## config.mk

```make
export PLATFORM = sky130hd
export DESIGN_NAME = resid_lfsr_array
export DESIGN_NICKNAME = d
export VERILOG_FILES = /design/src/rtl/resid_pkg.sv /design/src/rtl/resid_unit.sv /design/src/rtl/resid_page_fifo.sv /design/src/rtl/resid_page_ctrl.sv /design/src/rtl/resid_lfsr_array.sv
export SDC_FILE = /design/constraint.sdc
export NUM_CORES = 1
export LEC_CHECK = 0
export BUFFER_PORTS_ARGS = -buffer_cell sky130_fd_sc_hd__buf_2
export CORE_MARGIN = 1
export CORE_UTILIZATION = 50
export DETAILED_ROUTE_END_ITERATION = 12
export GPL_ROUTABILITY_DRIVEN = 0
export GPL_TIMING_DRIVEN = 0
export PLACE_DENSITY_LB_ADDON = 0.25
export SYNTH_ARGS = -nofsm -noshare
export SYNTH_HDL_FRONTEND = slang
export SYNTH_SLANG_ARGS = --single-unit
```

## constraint.sdc

```tcl
create_clock -name clk -period 3.7 [get_ports clk]
set_input_delay 0.37 -clock clk [delete_from_list [all_inputs] [get_ports clk]]
set_output_delay 0.37 -clock clk [all_outputs]
set_load 0.05 [all_outputs]
```

## src/rtl/resid_pkg.sv

```systemverilog
package resid_pkg;

   typedef enum logic [1:0] {
      PG_IDLE = 2'd0,
      PG_RUN  = 2'd1,
      PG_DONE = 2'd2
   } page_state_t;

endpackage

```

## src/rtl/resid_unit.sv

```systemverilog
module resid_unit #(
   parameter int unsigned MAX_DEG = 15,
   parameter int unsigned MIN_DEG = 12,
   parameter int unsigned DEG_W   = 4
) (
   input  logic               clk,
   input  logic               rst_n,
   input  logic               cfg_we,
   input  logic [DEG_W-1:0]   cfg_deg,
   input  logic [MAX_DEG-1:0] cfg_taps,
   input  logic               active,
   input  logic               shift_en,
   input  logic               restart,
   input  logic               din,
   output logic [MAX_DEG-1:0] res,
   output logic               nz_next
);
   localparam logic [DEG_W-1:0] DEG_LO = DEG_W'(MIN_DEG);
   localparam logic [DEG_W-1:0] DEG_HI = DEG_W'(MAX_DEG);

   logic [DEG_W-1:0]   deg_q;
   logic [MAX_DEG-1:0] taps_q;
   logic [MAX_DEG-1:0] res_q;
   logic [MAX_DEG-1:0] res_d;
   logic [MAX_DEG-1:0] base;
   logic [MAX_DEG-1:0] mask;
   logic [MAX_DEG-1:0] top_bit;
   logic [MAX_DEG-1:0] shifted;
   logic               fb;
   logic               cfg_ok;

   assign cfg_ok = cfg_we && (cfg_deg >= DEG_LO) && (cfg_deg <= DEG_HI);

   generate
      if (MIN_DEG == MAX_DEG) begin : g_fixed_deg
         assign deg_q = DEG_HI;
      end else begin : g_prog_deg
         always_ff @(posedge clk) begin
            if (!rst_n) begin
               deg_q <= DEG_HI;
            end else if (cfg_ok) begin
               deg_q <= cfg_deg;
            end
         end
      end
   endgenerate

   always_ff @(posedge clk) begin
      if (!rst_n) begin
         taps_q <= MAX_DEG'(1);
      end else if (cfg_ok) begin
         taps_q <= cfg_taps;
      end
   end

   always_comb begin
      for (int k = 0; k < MAX_DEG; k++) begin
         mask[k] = (DEG_W'(k) < deg_q);
      end
   end

   assign top_bit = mask & ~(mask >> 1);
   assign base    = restart ? '0 : res_q;
   assign fb      = |(base & top_bit);
   assign shifted = {base[MAX_DEG-2:0], din} & mask;
   assign res_d   = shifted ^ (fb ? (taps_q & mask) : '0);

   always_ff @(posedge clk) begin
      if (!rst_n) begin
         res_q <= '0;
      end else if (!active) begin
         res_q <= '0;
      end else if (shift_en) begin
         res_q <= res_d;
      end
   end

   assign res     = res_q;
   assign nz_next = active && (|res_d);

endmodule

```

## src/rtl/resid_page_fifo.sv

```systemverilog
module resid_page_fifo #(
   parameter int unsigned WIDTH = 1,
   parameter int unsigned DEPTH = 64
) (
   input  logic             clk,
   input  logic             rst_n,
   input  logic             wr,
   input  logic [WIDTH-1:0] wdata,
   input  logic             rd,
   output logic [WIDTH-1:0] rdata,
   output logic             empty,
   output logic             full
);
   localparam int unsigned AW = $clog2(DEPTH);

   logic [WIDTH-1:0] mem [DEPTH];
   logic [AW-1:0]    wr_ptr;
   logic [AW-1:0]    rd_ptr;
   logic [AW:0]      count;
   logic             push;
   logic             pop;

   assign empty = (count == '0);
   assign full  = (count == (AW+1)'(DEPTH));
   assign push  = wr && !full;
   assign pop   = rd && !empty;
   assign rdata = mem[rd_ptr];

   always_ff @(posedge clk) begin
      if (push) begin
         mem[wr_ptr] <= wdata;
      end
   end

   always_ff @(posedge clk) begin
      if (!rst_n) begin
         wr_ptr <= '0;
         rd_ptr <= '0;
         count  <= '0;
      end else begin
         if (push) wr_ptr <= wr_ptr + 1'b1;
         if (pop)  rd_ptr <= rd_ptr + 1'b1;
         case ({push, pop})
            2'b10:   count <= count + 1'b1;
            2'b01:   count <= count - 1'b1;
            default: count <= count;
         endcase
      end
   end

endmodule

```

## src/rtl/resid_page_ctrl.sv

```systemverilog
module resid_page_ctrl
   import resid_pkg::*;
(
   input  logic clk,
   input  logic rst_n,
   input  logic in_valid,
   input  logic in_sop,
   input  logic in_eop,
   input  logic any_nz,
   output logic page_done,
   output logic page_err
);
   page_state_t state_q;
   logic        err_q;

   always_ff @(posedge clk) begin
      if (!rst_n) begin
         state_q <= PG_IDLE;
         err_q   <= 1'b0;
      end else if (in_valid && in_eop) begin
         state_q <= PG_DONE;
         err_q   <= any_nz;
      end else if (in_valid && in_sop) begin
         state_q <= PG_RUN;
         err_q   <= 1'b0;
      end
   end

   assign page_done = (state_q == PG_DONE);
   assign page_err  = err_q;

endmodule

```

## src/rtl/resid_lfsr_array.sv

```systemverilog
module resid_lfsr_array #(
   parameter int unsigned NUM_UNITS  = 4,
   parameter int unsigned MAX_DEG    = 15,
   parameter int unsigned MIN_DEG    = 12,
   parameter int unsigned FIFO_DEPTH = 64,
   localparam int unsigned DEG_W     = $clog2(MAX_DEG + 1),
   localparam int unsigned CNT_W     = $clog2(NUM_UNITS + 1),
   localparam int unsigned FLAT_W    = NUM_UNITS * MAX_DEG
) (
   input  logic               clk,
   input  logic               rst_n,
   input  logic               cfg_we,
   input  logic [CNT_W-1:0]   cfg_idx,
   input  logic [DEG_W-1:0]   cfg_deg,
   input  logic [MAX_DEG-1:0] cfg_taps,
   input  logic [CNT_W-1:0]   act_units,
   input  logic               in_valid,
   input  logic               in_bit,
   input  logic               in_sop,
   input  logic               in_eop,
   output logic               page_done,
   output logic               page_err,
   output logic [FLAT_W-1:0]  res_flat,
   input  logic               fifo_rd,
   output logic               fifo_dout,
   output logic               fifo_empty,
   output logic               fifo_full
);

   if (NUM_UNITS < 1) begin : g_bad_units
      $error("NUM_UNITS must be at least 1");
   end
   if (MIN_DEG < 2 || MIN_DEG > MAX_DEG) begin : g_bad_deg
      $error("MIN_DEG must lie in 2..MAX_DEG");
   end
   if (FIFO_DEPTH < 2 || (FIFO_DEPTH & (FIFO_DEPTH - 1)) != 0) begin : g_bad_depth
      $error("FIFO_DEPTH must be a power of two of at least 2");
   end

   logic [NUM_UNITS-1:0] nz_next;
   logic                 restart;

   assign restart = in_valid && in_sop;

   generate
      for (genvar i = 0; i < NUM_UNITS; i++) begin : g_unit
         logic unit_we;
         logic unit_active;

         assign unit_we     = cfg_we && (cfg_idx == CNT_W'(i));
         assign unit_active = (CNT_W'(i) < act_units);

         resid_unit #(
            .MAX_DEG (MAX_DEG),
            .MIN_DEG (MIN_DEG),
            .DEG_W   (DEG_W)
         ) u_unit (
            .clk      (clk),
            .rst_n    (rst_n),
            .cfg_we   (unit_we),
            .cfg_deg  (cfg_deg),
            .cfg_taps (cfg_taps),
            .active   (unit_active),
            .shift_en (in_valid),
            .restart  (restart),
            .din      (in_bit),
            .res      (res_flat[i*MAX_DEG +: MAX_DEG]),
            .nz_next  (nz_next[i])
         );
      end
   endgenerate

   resid_page_ctrl u_ctrl (
      .clk       (clk),
      .rst_n     (rst_n),
      .in_valid  (in_valid),
      .in_sop    (in_sop),
      .in_eop    (in_eop),
      .any_nz    (|nz_next),
      .page_done (page_done),
      .page_err  (page_err)
   );

   resid_page_fifo #(
      .WIDTH (1),
      .DEPTH (FIFO_DEPTH)
   ) u_fifo (
      .clk   (clk),
      .rst_n (rst_n),
      .wr    (in_valid),
      .wdata (in_bit),
      .rd    (fifo_rd),
      .rdata (fifo_dout),
      .empty (fifo_empty),
      .full  (fifo_full)
   );

endmodule

```

# == Word level (Yosys, flattened, before mapping) ==
# Memory sizes are Yosys's and may differ from the RTL's. A register that Yosys moved wholly into a read port is not among the register bits.
# Cells that the tools add are included.
# Widths: inputs -> output; s select.
# totals
ramBits,64
out_inout_bits,65
n_memories,1
in_bits,33
regBits,158
wordCells,178
latch_bits,0
mem_bits_ro,0
# op_classes
n_mux,17
n_eq_ne,7
n_div,0
mul,0
reduce_logical,40
n_bitwise,25
shifts,0
n_lt_le_gt_ge,66
addsub,4
# memory_table
name,words,word_bits,read_ports,rd_ports_with_merged_regs,write_ports,line_no,source
u_fifo.mem,64,1,1,1,1,resid_page_fifo.sv:16,logic [WIDTH-1:0] mem [DEPTH];
# ops
operator,n
$and 15x15->15,16
$mux 15,8
$reduce_or 15->1,8
$lt 4x4->1 const A,28
$lt 3x4->1 const A,16
$not 14->15,4
$xor 15x15->15,4
$lt 1x4->1 const A,8
$lt 2x4->1 const A,8
$logic_and 1x1->1,20
$pmux 7 s2,1
$add 6x1->6 const B,2
$mux 6,2
$reduce_and 2->1,4
$add 7x1->7 const B,1
$eq 7x7->1 const B,1
$logic_not 7->1,1
$sub 7x1->7 const B,1
$eq 3x2->1 const B,2
$lt 1x3->1 const A,2
$lt 2x3->1 const A,2
$eq 2x2->1 const B,2
$ge 4x4->1 const B,1
$le 4x4->1 const B,1
other kinds (10),16

# == Logic depth before layout (Yosys ltp) ==
# depth
word_depth,11
depth_mapped,16
ltp_nobuf,16

# == Modules after synthesis ==
# A second synthesis with hierarchy kept.
# hier_totals
hier_cells,1509
area_unflattened_um2,13001.2
# modules_own_cells
mod,cells_per_inst,seq_area_each_um2,area_each_um2,instances
resid_unit,286,680.7,2168.3,4
resid_page_fifo,344,2422.3,4131.5,1
resid_page_ctrl,12,60.1,123.9,1
resid_lfsr_array,9,0.0,72.6,1

# == Worst setup path after synthesis ==
# Ideal clock, no wire load.
# synth_path
path_kind,flip-flop to flip-flop
start,register u_fifo.count[2]
end,register u_fifo.count[6]
arrival_ns,3.473
period_less_slack_ns,3.548
t_required_ns,3.624
path_stages_with_launch,16
path_slack_ns,0.152
path_buffers,1
setup_time_ns,0.076
path_cell_list,dfxtp_1 -> nor4_1 -> nand2_1 -> nor2_1 -> nor2b_1 -> clkbuf_1 -> ha_1 -> ha_1 -> nor2b_1 -> o21ai_0 -> nand2b_1 -> a21o_1 -> a21oi_1 -> xnor2_1 -> or3_1 -> a21boi_0
# synth_via
elab_chain_cells,5
word_cells_on_any_way,12
cone_classes,add/sub (2); eq/ne (3); mux (1); reduce/logical (6)
# synth_rtl
element,line_no,source
from (decl),resid_page_fifo.sv:19,logic [AW:0] count;
from (signal assigned),resid_page_fifo.sv:44,2'b10: count <= count + 1'b1;
from (signal assigned),resid_page_fifo.sv:45,2'b01: count <= count - 1'b1;
from (signal assigned),resid_page_fifo.sv:46,default: count <= count;
$logic_not 7->1 *,resid_page_fifo.sv:23,assign empty = (count == '0);
named net fifo_empty,resid_lfsr_array.sv:26,"output logic fifo_empty,"
$logic_not 1->1 *,resid_page_fifo.sv:26,assign pop = rd && !empty;
$logic_and 1x1->1 *,resid_page_fifo.sv:26,
named net u_fifo.pop,resid_page_fifo.sv:21,logic pop;
$eq 2x1->1 / $eq 2x2->1 (equally long branches),resid_page_fifo.sv:43,"case ({push, pop})"
$pmux 7 s2 / $reduce_bool 2->1 (equally long branches),-,
# Mark *: on every way through the listed nets, which the timed path passes. The rest lies on a longest branch.
# A chain may end at the register's enable or synchronous reset.

# == Final worst setup path ==
# layout_path
start,register g_unit[2].u_unit.deg_q[1]
end,"register u_ctrl.err_q, in the netlist u_ctrl.page_err"
# layout_via
elab_chain_cells,11
word_cells_on_any_way,27
cone_classes,order compare (15); mux (2); bitwise (6); reduce/logical (4)
# layout_rtl
element,line_no,source
from (decl),resid_unit.sv:21,logic [DEG_W-1:0] deg_q;
from (signal assigned),resid_unit.sv:42,deg_q <= cfg_deg;
$lt 1x4->1 (tied with other cells),resid_unit.sv:58,mask[k] = (DEG_W'(k) < deg_q);
$not 14->15,resid_unit.sv:62,assign top_bit = mask & ~(mask >> 1);
$and 15x15->15,resid_unit.sv:62,
$and 15x15->15,resid_unit.sv:64,assign fb = |(base & top_bit);
$reduce_or 15->1,resid_unit.sv:64,
$mux 15,resid_unit.sv:66,assign res_d = shifted ^ (fb ? (taps_q & mask) : '0);
$xor 15x15->15 *,resid_unit.sv:66,
$reduce_or 15->1 *,resid_unit.sv:79,assign nz_next = active && (|res_d);
$logic_and 1x1->1 *,resid_unit.sv:79,
$reduce_or 4->1 *,resid_lfsr_array.sv:79,".any_nz (|nz_next),"
$mux 1 *,resid_page_ctrl.sv:20,end else if (in_valid && in_eop) begin
to (signal assigned),resid_page_ctrl.sv:22,err_q <= any_nz;
to (decl),resid_page_ctrl.sv:14,logic err_q;
# Every way passes the cells marked *; elsewhere a longest branch is shown, timed or not.

==> impl_results.rst <==
.. list-table::
   :header-rows: 1

   * - Metric
     - Value
   * - Maximum operating frequency
     - 0.279 GHz
   * - Leakage power
     - 4.97 nW
   * - Initial Utilization
     - 0.518
   * - Met2 usage in global routing
     - 0.452
   * - Cell type with the highest occurrence count on the critical path
     - buf_2
   * - Crit Path Category
     - flop to flop
   * - Die footprint
     - 23500 µm²
   * - Global-route wire length before repair
     - 48200 µm
   * - Combinational family with the most area after synthesis
     - simple AND/OR/NAND/NOR gates
   * - Clock tree from TritonCTS
     - done
   * - Status
     - completed
   * - Synthesized-area fraction occupied by ao, oa, aoi and oai cells
     - 0.135
   * - Die outline height
     - 153 µm
   * - Crit path DAT
     - 3.99 ns
   * - Final min period
     - 3.58 ns
   * - Simple-Gate Fraction of Synth Area
     - 0.233
   * - Busiest layer in global routing
     - met2
   * - Fin. max-slew vios
     - 0
   * - Internal Pwr Total
     - 0.00433 W
   * - Worst clock skew
     - 0.00883 ns
   * - Critical Path Stages
     - 12
   * - Syn Inst Count
     - 1258
   * - Number of library cell types mapped by synthesis
     - 75
   * - NetSw
     - 0.00166 W
   * - Portion of total power attributed to the clock network
     - 0.380
   * - Commonest non-fill, non-tap cells in the layout
     - nand2_1, dfxtp_1, nor2_1, buf_2, clkbuf_1
   * - Floorplan die width
     - 153 µm
   * - Number of storage elements in the synthesis netlist
     - 228
   * - Max IR drop VDD
     - 0.352 mV
   * - Wire length reported by the detailed router
     - 31200 µm
   * - Slowest cell on crit path
     - nor4_4
   * - Final hold slack
     - 0.163 ns
   * - Most common cell after layout, fill and taps aside
     - nand2_1
   * - Post-CTS setup-driven buffer insertion count
     - 0
   * - Hold-fix buffers at CTS
     - 0
   * - Met1 usage
     - 0.328
   * - CP max FO
     - 10
   * - Buf+Inv Stages, Crit Path
     - 2
   * - CP required
     - 4.11 ns
   * - Number of synthesized flops with an enable pin
     - 64
   * - Met3 GRT Util
     - 0.0323
   * - Per-instance average area after synthesis
     - 9.09 µm²
   * - Final ANT Viol Nets
     - 0
   * - Adder-cell share of the synthesized area
     - 0.0105
   * - Worst setup SP type
     - flop
   * - Skew-Pair Late Insertion Delay
     - 0.52 ns
   * - Final worst-path cycle share
     - 0.967
   * - Slew at the pin closest to its max-slew limit
     - 1.15 ns
   * - CTS Buf Count
     - 25
   * - Share of synthesized flip-flops with an asynchronous set or reset
     - 0
   * - Share of the yosys chip area belonging to registers
     - 0.455
   * - Sinks on Clock Net
     - 228
   * - Detailed router's first-iteration violation count
     - 554
   * - Via Count
     - 9704
   * - Switching power share of the total
     - 0.278
   * - Number of remaining DRC errors
     - 0
   * - GRT overflow
     - 0
   * - Final setup violation count
     - 0
   * - I/O pin count
     - 98
   * - Number of fillers in the final layout
     - 1925
   * - Maxcap violations
     - 0
   * - RSZ-0062 raised after global routing
     - no
   * - Global Route Usage Sum
     - 0.260
   * - Longest individual stage delay on the worst path
     - 0.49 ns
   * - Worst reg2reg path depth
     - 12
   * - Total iterations of the first detailed-routing run
     - 5
   * - Hold Crit Depth
     - 3
   * - Critical path, cell by cell
     - buf_2 > nand2_1 > o311ai_1 > o22ai_1 > o211ai_2 > buf_2 > a21oi_1 > o21bai_1 > nand4_1 > nor4_4 > o2111ai_1 > a32o_1
   * - Combined area of all synthesized cells
     - 11400 µm²
   * - Via count of the first global-routing pass
     - 9128
   * - Worst hold path class
     - input pin to flop
   * - Largest delay share family, worst path
     - compound AO/OA/AOI/OAI gates
   * - Post-DR wirelength/cell
     - 18.6 µm
   * - Post-route core utilization
     - 0.590
   * - Maximum clock insertion buffer count
     - 3
   * - Slew headroom
     - 0.232
   * - Combinational Power Share
     - 0.169
   * - Number of placement rows
     - 54
   * - Total number of yosys warnings
     - 0
   * - Pin count of the biggest net entering global routing
     - 70
   * - Fraction of layout cells with a size suffix above 1
     - 0.139
   * - Multiplexer share of the synthesized area
     - 0.0871
   * - Number of buffer cells added on primary ports
     - 94
   * - PwrDens
     - 460 nW/µm²
   * - Number of hold violations in the final report
     - 0
   * - Clk Tree Root Cell
     - clkbuf_16
   * - Share of the synthesized netlist area taken by xor and xnor gates
     - 0.0444
   * - H-Tree Depth
     - 1
   * - Sequential share of power
     - 0.450
   * - Via count normalized by instance count
     - 5.79
   * - Main flop type after synthesis
     - dfxtp_1
   * - Post-synth net total
     - 1300
   * - Core ar.
     - 22100 µm²
   * - Crit. End Element
     - flop
   * - Placed wire-length estimate
     - 22300 µm
   * - Area added between synthesis and finish
     - 14.0%
   * - Clock edge transition at the registers on the reported setup and hold paths
     - 0.06 ns
   * - Net count, final
     - 1420
   * - Number of antenna violations at the first check in global routing
     - 0
-- routing by layer --
layer  vias up  share of wire
met5         -              0
met4         0          0.038
met3        74          0.054
met2       313           0.49
met1      4648           0.42
li1       4669              -
-- synth_stat cells, types with 26 or more instances --
library cell | n | share of area
xor2_1 | 35 | 0.027
nor3_1 | 32 | 0.014
nand2_1 | 213 | 0.070
a21boi_0 | 69 | 0.045
nor2_1 | 154 | 0.051
nand3_1 | 26 | 0.011
o21ai_0 | 34 | 0.015
edfxtp_1 | 64 | 0.17
dfxtp_1 | 164 | 0.29
mux2i_1 | 44 | 0.039
a21oi_1 | 56 | 0.025
clkbuf_1 | 70 | 0.023
-- tightest hold or removal path, cell delays in order --
cell and delay (ns):
buf_2 0.14, nand2_1 0.06, a21boi_0 0.06
-- registers in the layout (all words and copies together) (netlist names), named ones only --
| register | flops |
|---|---|
| g_unit.u_unit.deg_q | 16 |
| g_unit.u_unit.taps_q | 60 |
| u_ctrl.page_err | 1 |
| g_unit.u_unit.res | 60 |
| u_fifo.wr_ptr | 6 |
| u_fifo.mem | 64 |
| u_fifo.rd_ptr | 6 |
| u_fifo.count | 7 |
| u_ctrl.state_q | 2 |
-- power groups by stage --
stage                     logic [W]  registers [W]  clock network [W]
after floorplan            0.000745        0.00274                  0
after global placement     0.000998        0.00274                  0
after detailed placement    0.00102        0.00274                  0
after CTS                   0.00101        0.00270            0.00230
after global routing        0.00110        0.00271            0.00241
final                       0.00102        0.00270            0.00228
-- final timing paths --
path                                                 start                          to  slack, ns
worst max-delay path             g_unit[2].u_unit.deg_q[1]             u_ctrl.page_err       0.12
worst min-delay path                           cfg_taps[3]  g_unit[3].u_unit.taps_q[3]       0.16
worst max register to register   g_unit[2].u_unit.deg_q[1]             u_ctrl.page_err       0.12
worst min register to register  g_unit[1].u_unit.taps_q[8]  g_unit[1].u_unit.taps_q[8]       0.46
-- layout make-up --
| cell class | instances | area, µm² | area share |
|---|---|---|---|
| diodes | 1 | 2.50 | 0.000192 |
| plain buffers | 87 | 355 | 0.0273 |
| clock buffers | 37 | 701 | 0.0538 |
| clock inverters | 8 | 38.8 | 0.00298 |
| inverters | 15 | 60.1 | 0.00461 |
| multi-input cells | 927 | 5850 | 0.449 |
| flip-flops and latches | 228 | 5210 | 0.399 |
| well taps | 280 | 350 | 0.0269 |
| repair buffers | 94 | 470 | 0.0361 |
-- kinds of logic after synthesis --
| kind of cell | Yosys count |
|---|---|
| AOI/OAI and AO/OA | 229 |
| adders and majority gates | 9 |
| muxes | 70 |
| xor gates and xnor gates | 58 |
| DFF | 228 |
| and+or+nand+nor | 561 |
| buffers and inverters | 103 |
-- through the flow --
step           std cells  power (W)  setup TNS (ns)  cell area, µm²  worst slack [ns]
4_1_cts             1676    0.00602               0           13000            0.0244
3_5_place_dp        1632    0.00376          -0.998           12300            -0.462
3_3_place_gp        1632    0.00374          -0.689           12300            -0.367
5_1_grt             1676    0.00622               0           13000           0.00682
2_1_floorplan       1258    0.00349               0           11400             0.152
6_report            1677    0.00600               0           13000             0.120
-- timing repair --
item	CTS	global route
gates cloned	0	0
endpoints found under the setup margin	2	3
resized for setup	9	14
No activity file was read; power rests on OpenSTA's default activity.
